$ cat config.mk
export PLATFORM = sky130hd
export DESIGN_NAME = annul_xio_decoder
export DESIGN_NICKNAME = d
export VERILOG_FILES = /design/src/rtl/xio_pkg.sv /design/src/rtl/xio_window_match.sv /design/src/rtl/xio_gate.sv /design/src/rtl/xio_seq.sv /design/src/rtl/annul_xio_decoder.sv
export SDC_FILE = /design/constraint.sdc
export NUM_CORES = 1
export LEC_CHECK = 0
export ABC_AREA = 0
export BUFFER_PORTS_ARGS = -buffer_cell sky130_fd_sc_hd__buf_2
export CAP_MARGIN = 20
export CORE_MARGIN = 2
export CORE_UTILIZATION = 36
export DETAILED_ROUTE_END_ITERATION = 16
export PLACE_DENSITY = 0.8
export SYNTH_ARGS = -nofsm -noshare
export SYNTH_HDL_FRONTEND = slang
export SYNTH_SLANG_ARGS = --single-unit
$ cat constraint.sdc
create_clock -name clk_i -period 2.2 [get_ports clk_i]
set_input_delay 0.22 -clock clk_i [delete_from_list [all_inputs] [get_ports clk_i]]
set_output_delay 0.22 -clock clk_i [all_outputs]
set_load 0.01 [all_outputs]
$ cat src/rtl/xio_pkg.sv
package xio_pkg;
  typedef enum logic [1:0] {
    ST_IDLE   = 2'd0,
    ST_ACTIVE = 2'd1,
    ST_WAIT   = 2'd2,
    ST_DONE   = 2'd3
  } xio_state_e;
endpackage

$ cat src/rtl/xio_window_match.sv
module xio_window_match #(
  parameter int AW = 16
) (
  input  logic [AW-1:0] addr_i,
  input  logic [AW-1:0] base_i,
  input  logic [AW-1:0] mask_i,
  output logic          hit_o
);
  assign hit_o = ((addr_i ^ base_i) & mask_i) == '0;
endmodule

$ cat src/rtl/xio_gate.sv
module xio_gate #(
  parameter int NWIN = 2
) (
  input  logic            start_i,
  input  logic            accepting_i,
  input  logic            write_i,
  input  logic            annul_i,
  input  logic [NWIN-1:0] hit_i,
  input  logic [NWIN-1:0] rd_skip_i,
  output logic [NWIN-1:0] sel_o,
  output logic            go_o,
  output logic            err_set_o
);
  logic take, cancel;

  // lowest index wins
  always_comb begin
    sel_o = '0;
    for (int i = NWIN-1; i >= 0; i--) begin
      if (hit_i[i]) begin
        sel_o    = '0;
        sel_o[i] = 1'b1;
      end
    end
  end

  assign take      = start_i && accepting_i;
  assign cancel    = annul_i && (write_i || !(|(sel_o & rd_skip_i)));
  assign go_o      = take && (|sel_o) && !cancel;
  assign err_set_o = take && !(|hit_i) && !annul_i;
endmodule

$ cat src/rtl/xio_seq.sv
module xio_seq
  import xio_pkg::*;
#(
  parameter int NWIN   = 2,
  parameter int WAIT_W = 3
) (
  input  logic              clk_i,
  input  logic              rst_ni,
  input  logic              go_i,
  input  logic              write_i,
  input  logic [NWIN-1:0]   sel_i,
  input  logic [WAIT_W-1:0] wait_i,
  output logic              accepting_o,
  output logic [NWIN-1:0]   cs_o,
  output logic              we_o,
  output logic              re_o,
  output logic              rdy_o
);
  xio_state_e        state_q, state_d;
  logic [NWIN-1:0]   sel_q;
  logic              wr_q;
  logic [WAIT_W-1:0] cnt_q;
  logic              strobe;

  assign accepting_o = (state_q == ST_IDLE) || (state_q == ST_DONE);

  always_comb begin
    state_d = state_q;
    unique case (state_q)
      ST_IDLE, ST_DONE: state_d = go_i ? ST_ACTIVE : ST_IDLE;
      ST_ACTIVE:        state_d = (cnt_q == '0) ? ST_DONE : ST_WAIT;
      ST_WAIT:          state_d = (cnt_q == WAIT_W'(1)) ? ST_DONE : ST_WAIT;
      default:          state_d = ST_IDLE;
    endcase
  end

  always_ff @(posedge clk_i or negedge rst_ni) begin
    if (!rst_ni) begin
      state_q <= ST_IDLE;
      sel_q   <= '0;
      wr_q    <= 1'b0;
      cnt_q   <= '0;
    end else begin
      state_q <= state_d;
      if (accepting_o && go_i) begin
        sel_q <= sel_i;
        wr_q  <= write_i;
        cnt_q <= wait_i;
      end else if (state_q == ST_WAIT) begin
        cnt_q <= cnt_q - WAIT_W'(1);
      end
    end
  end

  assign strobe = (state_q == ST_ACTIVE) || (state_q == ST_WAIT);
  assign cs_o   = (state_q != ST_IDLE) ? sel_q : '0;
  assign we_o   = strobe && wr_q;
  assign re_o   = strobe && !wr_q;
  assign rdy_o  = (state_q == ST_DONE);

  assert_we_re_excl_R3: assert property (@(posedge clk_i) disable iff (!rst_ni)
    !(we_o && re_o));
  assert_cs_onehot_R9: assert property (@(posedge clk_i) disable iff (!rst_ni)
    $onehot0(cs_o));
  assert_busy_cs_stable_R11: assert property (@(posedge clk_i) disable iff (!rst_ni)
    !accepting_o |=> $stable(cs_o));
  assert_rdy_after_strobe_R10: assert property (@(posedge clk_i) disable iff (!rst_ni)
    (rdy_o && !$past(rdy_o)) |-> $past(we_o || re_o));
endmodule

$ cat src/rtl/annul_xio_decoder.sv
module annul_xio_decoder #(
  parameter int NWIN   = 2,
  parameter int AW     = 16,
  parameter int WAIT_W = 3
) (
  input  logic                         clk_i,
  input  logic                         rst_ni,
  input  logic                         start_i,
  input  logic                         write_i,
  input  logic [AW-1:0]                addr_i,
  input  logic                         annul_i,
  input  logic [NWIN-1:0][AW-1:0]      win_base_i,
  input  logic [NWIN-1:0][AW-1:0]      win_mask_i,
  input  logic [NWIN-1:0][WAIT_W-1:0]  win_wait_i,
  input  logic [NWIN-1:0]              win_rd_skip_i,
  output logic [NWIN-1:0]              cs_o,
  output logic                         we_o,
  output logic                         re_o,
  output logic                         rdy_o,
  output logic                         err_o
);
  logic [NWIN-1:0]   hit, sel;
  logic [WAIT_W-1:0] wait_sel;
  logic              go, err_set, accepting, err_q;

  for (genvar g = 0; g < NWIN; g++) begin : g_win
    xio_window_match #(.AW(AW)) i_match (
      .addr_i (addr_i),
      .base_i (win_base_i[g]),
      .mask_i (win_mask_i[g]),
      .hit_o  (hit[g])
    );
  end

  xio_gate #(.NWIN(NWIN)) i_gate (
    .start_i     (start_i),
    .accepting_i (accepting),
    .write_i     (write_i),
    .annul_i     (annul_i),
    .hit_i       (hit),
    .rd_skip_i   (win_rd_skip_i),
    .sel_o       (sel),
    .go_o        (go),
    .err_set_o   (err_set)
  );

  always_comb begin
    wait_sel = '0;
    for (int i = 0; i < NWIN; i++)
      if (sel[i]) wait_sel |= win_wait_i[i];
  end

  xio_seq #(.NWIN(NWIN), .WAIT_W(WAIT_W)) i_seq (
    .clk_i       (clk_i),
    .rst_ni      (rst_ni),
    .go_i        (go),
    .write_i     (write_i),
    .sel_i       (sel),
    .wait_i      (wait_sel),
    .accepting_o (accepting),
    .cs_o        (cs_o),
    .we_o        (we_o),
    .re_o        (re_o),
    .rdy_o       (rdy_o)
  );

  always_ff @(posedge clk_i or negedge rst_ni) begin
    if (!rst_ni) err_q <= 1'b0;
    else         err_q <= err_set;
  end
  assign err_o = err_q;

  assert_annul_wr_blocked_R4: assert property (@(posedge clk_i) disable iff (!rst_ni)
    (accepting && start_i && write_i && annul_i) |=> (cs_o == '0 && !we_o && !err_o && !rdy_o));
  assert_annul_rd_blocked_R5: assert property (@(posedge clk_i) disable iff (!rst_ni)
    (accepting && start_i && !write_i && annul_i && (win_rd_skip_i == '0)) |=> (cs_o == '0 && !re_o));
  assert_annul_no_err_R8: assert property (@(posedge clk_i) disable iff (!rst_ni)
    (accepting && start_i && annul_i) |=> !err_o);
  assert_miss_no_cs_R8: assert property (@(posedge clk_i) disable iff (!rst_ni)
    (accepting && start_i && hit == '0) |=> cs_o == '0);
  assert_accept_drives_cs_R2: assert property (@(posedge clk_i) disable iff (!rst_ni)
    (accepting && start_i && !annul_i && hit != '0) |=> cs_o != '0);
endmodule

== Word level (Yosys, flattened, before mapping) ==
Cells that the tools add are included.
Word-level totals
  input bits: 93
  output and inout port bits: 6
  flip-flop bits (word level): 9
Operators by class
  equality and inequality tests: 4
  reductions and logical operators: 27
  add/sub/neg operators: 1
  bitwise logic cells: 6
  mux-type cells: 11
Operator list (count)
  AND 16 bit: 2
  zero test 16 bit: 2
  XOR 16 bit: 2
  2-to-1 mux 3 bit: 4
  logical AND 1 bit: 9
  OR reduction 2 bit: 4
  2-to-1 mux 2 bit: 3
  case mux 2 bit (3 select lines): 1
  zero test 1 bit: 5
  == test 2 bit (second input constant): 2
  nonzero test 2 bit: 2
  == test 3 x 1 -> 1 bit (second input constant): 1
  zero test 3 bit: 1
  logical OR 1 bit: 3
  2-to-1 mux 1 bit: 3
  bitwise OR 3 bit: 1
  subtractor 3 x 1 -> 3 bit (second input constant): 1
  AND 2 bit: 1
  == test 2 x 1 -> 1 bit (second input constant): 1
  zero test 2 bit: 1

== Longest topological paths before layout ==
  depth in word-level cells: 14
  gate-level depth with buffers: 7
  depth with buffers taken out: 7

== Modules after synthesis ==
Synthesis repeated with hierarchy kept, for this count alone.
Second synthesis, totals
  cells, all modules: 107
  area total of the unflattened synthesis: 1036.0 um^2
By module, submodules not included
  xio_seq: instances 1, cells an instance 41, area an instance 496.7 um^2
  xio_window_match: instances 2, cells an instance 27, area an instance 216.5 um^2
  xio_gate: instances 1, cells an instance 8, area an instance 55.1 um^2
  annul_xio_decoder: instances 1, cells an instance 4, area an instance 51.3 um^2

== Worst setup path after synthesis ==
OpenSTA, ideal clock, no wires.
  path type: input-to-reg
  start: input win_base_i[8] (netlist name)
  end: register i_seq.wr_q
  cell stages on the path: 7
  setup time: 0.125 ns
  arrival: 1.944 ns
  path buffers: 0
  slack: 0.131 ns
  cell sequence: xor2_1 -> a22oi_1 -> nand4_1 -> nor2_4 -> mux2i_1 -> a2111oi_4 -> mux2_2
Between the ends
  longest elaborated chain between the ends: 12
  elaborated cells on any way between the ends: 14
  those cells by class: 1 x mux; 3 x bitwise; 10 x reduce/logical
Ends and longest elaborated chain
  from (decl): RTL line annul_xio_decoder.sv:12  | input logic [NWIN-1:0][AW-1:0] win_base_i,
  XOR 16 bit *: RTL line xio_window_match.sv:9  | assign hit_o = ((addr_i ^ base_i) & mask_i) == '0;
  AND 16 bit *: RTL line xio_window_match.sv:9
  zero test 16 bit *: RTL line xio_window_match.sv:9
  2-to-1 mux 2 bit *: RTL line xio_gate.sv:20  | if (hit_i[i]) begin
  AND 2 bit: RTL line xio_gate.sv:28  | assign cancel = annul_i && (write_i || !(|(sel_o & rd_skip_i)));
  OR reduction 2 bit: RTL line xio_gate.sv:28
  zero test 1 bit: RTL line xio_gate.sv:28
  logical OR 1 bit: RTL line xio_gate.sv:28
  logical AND 1 bit: RTL line xio_gate.sv:28
  zero test 1 bit: RTL line xio_gate.sv:29  | assign go_o = take && (|sel_o) && !cancel;
  logical AND 1 bit *: RTL line xio_gate.sv:29
  logical AND 1 bit *: RTL line xio_seq.sv:45  | if (accepting_o && go_i) begin
  to (signal assigned): RTL line xio_seq.sv:47  | wr_q <= write_i;
  to (decl): RTL line xio_seq.sv:21  | logic wr_q;
Mark *: on every way between the ends. The rest lies on a longest branch, timed or not.
A chain may end at the register's enable or synchronous reset.

== Worst setup path after layout ==
  start: input win_base_i[13] (netlist name)
  end: register i_seq.sel_q[1]
Between the ends
  longest elaborated chain between the ends: 12
  elaborated cells on any way between the ends: 14
  those cells by class: 1 x mux; 3 x bitwise; 10 x reduce/logical
Ends and longest elaborated chain
  XOR 16 bit *: RTL line xio_window_match.sv:9
  AND 16 bit *: RTL line xio_window_match.sv:9
  zero test 16 bit *: RTL line xio_window_match.sv:9
  2-to-1 mux 2 bit *: RTL line xio_gate.sv:20
  AND 2 bit: RTL line xio_gate.sv:28
  OR reduction 2 bit: RTL line xio_gate.sv:28
  zero test 1 bit: RTL line xio_gate.sv:28
  logical OR 1 bit: RTL line xio_gate.sv:28
  logical AND 1 bit: RTL line xio_gate.sv:28
  zero test 1 bit: RTL line xio_gate.sv:29
  logical AND 1 bit: RTL line xio_gate.sv:29
  logical AND 1 bit: RTL line xio_seq.sv:45
  to (signal assigned): RTL line xio_seq.sv:46  | sel_q <= sel_i;
  to (decl): RTL line xio_seq.sv:20  | logic [NWIN-1:0] sel_q;
Marked as above.

==> results by group <==
Routing
  • Initial DRC Count: 21
  • Drt total wl: 3.06 mm
  • Pre-antenna DRT Iters: 3
  • Top sig layer: met4
  • WL met2: 1.70 mm
  • DR WL met3: 94 µm
  • WL per Instance: 12.8 µm
  • Final ANT Viol Nets: 0
  • Wl on met1: 1.22 mm
  • Vias post-DR: 1161
  • Vias per inst: 4.84
  • DRC violations left: 0

Layout
  • Fin area: 1590 µm²
  • Fill count: 281
  • Area grow syn2layout: 58.8%
  • Antenna cell count: 0
  • Fin util: 58.7%
  • Nets: 310
  • Share of cells above drive strength 1: 53.1%

GRT
  • Global route total overflow: 0
  • Antenna violations before repair: 0
  • First-pass GRT wire length: 5.11 mm
  • GRT Total Usage: 19.8%
  • Vias in the first global route: 1227
  • Largest net degree at the start of global routing: 10

STA
  • Skew final: 0.00126 ns
  • Worst slew pin tran: 0.470 ns
  • Slew Limit Fails: 0
  • Slew HR: 68.4%
  • Achievable clock frequency: 522 MHz
  • Period minus WS final: 1.91 ns
  • Hold Slack: 0.164 ns
  • RSZ-0062 raised after global routing: false
  • Fin. Hold Viols: 0
  • Final Setup Violations: 0
  • Final worst slack: 0.286 ns
  • Tcrit/Tclk final: 87.0%

Floorplanning
  • Die Area: 3220 µm²
  • FP Rows: 19
  • DIE WIDTH: 56.8 µm
  • CORE AREA: 2710 µm²
  • Die height: 56.8 µm
  • Initial Util: 37.0%
  • # IOs: 99

Yosys
  • Syn_nets: 203
  • Mapped Cells: 103
  • Distinct cells, synth: 20
  • Syn. warnings: 0
  • Post-Synthesis Cell Area: 1000 µm²
  • Avg Inst Size Synth: 9.73 µm²
  • Register area share after synthesis: 22.5%
  • Yosys reg bits: 9

Critical path
  • Arrival time worst endpoint: 2.07 ns
  • Critical path peak fanout: 4
  • R2R depth: 4
  • Startpoint types: primary input
  • Crit path capture type: flop
  • Crit path capture: i_seq.sel_q[1]
  • CP startpoint: win_base_i[13]
  • RR Endpoint: i_seq.sel_q[1]
  • Required @ worst endpoint: 2.35 ns
  • FF-to-FF Start: i_seq.state_q[0]
  • Flop2flop setup slack: 0.44 ns
  • WS Path Type: primary input to flop

Clock network
  • Worst-Skew Late Latency: 0.26 ns
  • # Post-CTS Setup Buffers: 0
  • PostCTS Resize Cnt: 0
  • Clk pin slew, worst setup/hold paths: 0.07 ns
  • H-tree depth: 1
  • Cts bufs inserted: 3
  • Clk sinks: 9
  • Root Buffer: clkbuf_4
  • CTS tree: done
  • CTS max path bufs: 2
  • Hold buffers post-CTS: 1

Place
  • Dpl cell area: 1550 µm²
  • Setup WS pre-CTS: -0.0120 ns
  • Buffers on Ports: 98
  • Dpl hpwl: 2.77 mm
  • RD Place Congestion: 0.796

Power and ir drop
  • Lkg Pwr: 0.865 nW
  • Worst vdd ir: 0.000331 V
  • Total power: 0.761 mW
  • Power per cell area: 478 nW/µm²

Flow run
  • MaxCap Viol Count: 0

Outcome
  • Status: complete, no violations

Worst hold path
  • Worst hold path class: primary input to flop
==> Yosys cell counts (all sizes together) <==
cell | instances | area share (%)
and2 | 1 | 0.62
o21ai | 1 | 0.50
nand4 | 4 | 2.5
xnor2 | 2 | 1.7
a2111oi | 1 | 2.7
inv | 6 | 2.2
dfrtp | 9 | 22
mux2 | 3 | 3.4
ha | 7 | 8.7
nor2 | 3 | 1.9
a22o | 1 | 0.87
a31o | 1 | 0.87
nand2 | 2 | 0.75
nor3 | 1 | 0.50
nor4b | 1 | 0.87
nor2b | 5 | 3.1
a22oi | 19 | 14
xor2 | 32 | 28
mux2i | 4 | 4.0
==> cell families (layout without fill, tap and decap cells) <==
group                    count (synthesis)  in the layout  share of synthesized area (%)
adder cells (fa/ha/maj)                  7              7                           8.74
XOR/XNOR                                34             34                           29.7
flip-flops                               9              9                           22.5
AND/OR/NAND/NOR                         17             17                           10.2
AO/OA/AOI/OAI                           23             23                           19.2
multiplexers                             7              7                           7.37
buffers and inverters                    6            112                           2.25
==> how the worst min path moves through the flow <==
stage / from / endpoint / slack (ns) / depth (start not counted)
floorplan: rst_ni / err_o / -0.08 / 0
global placement: rst_ni / i_seq.state_q[1] / 0.07 / 1
detailed placement: rst_ni / i_seq.state_q[1] / 0.08 / 1
CTS: annul_i / err_o / 0.16 / 2
global route: annul_i / err_o / 0.17 / 2
finish: annul_i / err_o / 0.16 / 2
==> routing by layer <==
metal	track usage, %	vias to the layer above
li1	-	582
met1	23.8	536
met2	37.4	35
met3	0.461	8
met4	6.64	0
met5	0	-
==> layout by cell type (no fill, tap or decap), drive strengths merged <==
cell type / netlist / layout
dfrtp: 9 / 9
nand4: 4 / 4
nor2b: 5 / 5
clkinv: 0 / 1
xor2: 32 / 32
nor4b: 1 / 1
xnor2: 2 / 2
ha: 7 / 7
clkbuf: 0 / 3
o21ai: 1 / 1
buf: 0 / 101
a31o: 1 / 1
nor3: 1 / 1
and2: 1 / 1
nand2: 2 / 2
mux2: 3 / 3
a2111oi: 1 / 1
nor2: 3 / 3
a22oi: 19 / 19
mux2i: 4 / 4
inv: 6 / 6
dlygate4sd3: 0 / 1
a22o: 1 / 1
==> registers in the layout, summed over array words and instances (netlist names) <==
register and cells:
i_seq.state_q 2, i_seq.cnt_q 3, i_seq.sel_q 2, i_seq.wr_q 1
err_o 1
==> report_power, final <==
group | internal [mW] | total (mW) | switching [mW]
logic | 0.197 | 0.389 | 0.192
clock network | 0.0672 | 0.132 | 0.0650
registers | 0.211 | 0.239 | 0.0284
total | 0.475 | 0.761 | 0.286
==> cell type report <==
type | instances | area (µm²) | share of cell area [%]
Multi-Input combinational cell | 88 | 754 | 47.4
Tap cell | 31 | 38.8 | 2.44
Clock buffer | 3 | 22.5 | 1.42
Inverter | 6 | 22.5 | 1.42
Clock inverter | 1 | 5.00 | 0.314
Sequential cell | 9 | 225 | 14.2
Timing Repair Buffer | 102 | 523 | 32.9
==> critical path, stage by stage <==
cell and delay [ns]:
buf_2 0.10, xor2_1 0.15, a22oi_1 0.25, nand4_1 0.18, nor2_4 0.18, mux2i_1 0.13
a2111oi_4 0.46, mux2_2 0.38
==> stage by stage <==
stage | TNS (ns) | instances
detailed placement | -0.0158 | 235
global route | 0 | 240
CTS | 0 | 240
finish | 0 | 240
floorplan | 0 | 103
global placement | 0 | 235
No activity file was read; power rests on OpenSTA's default activity.
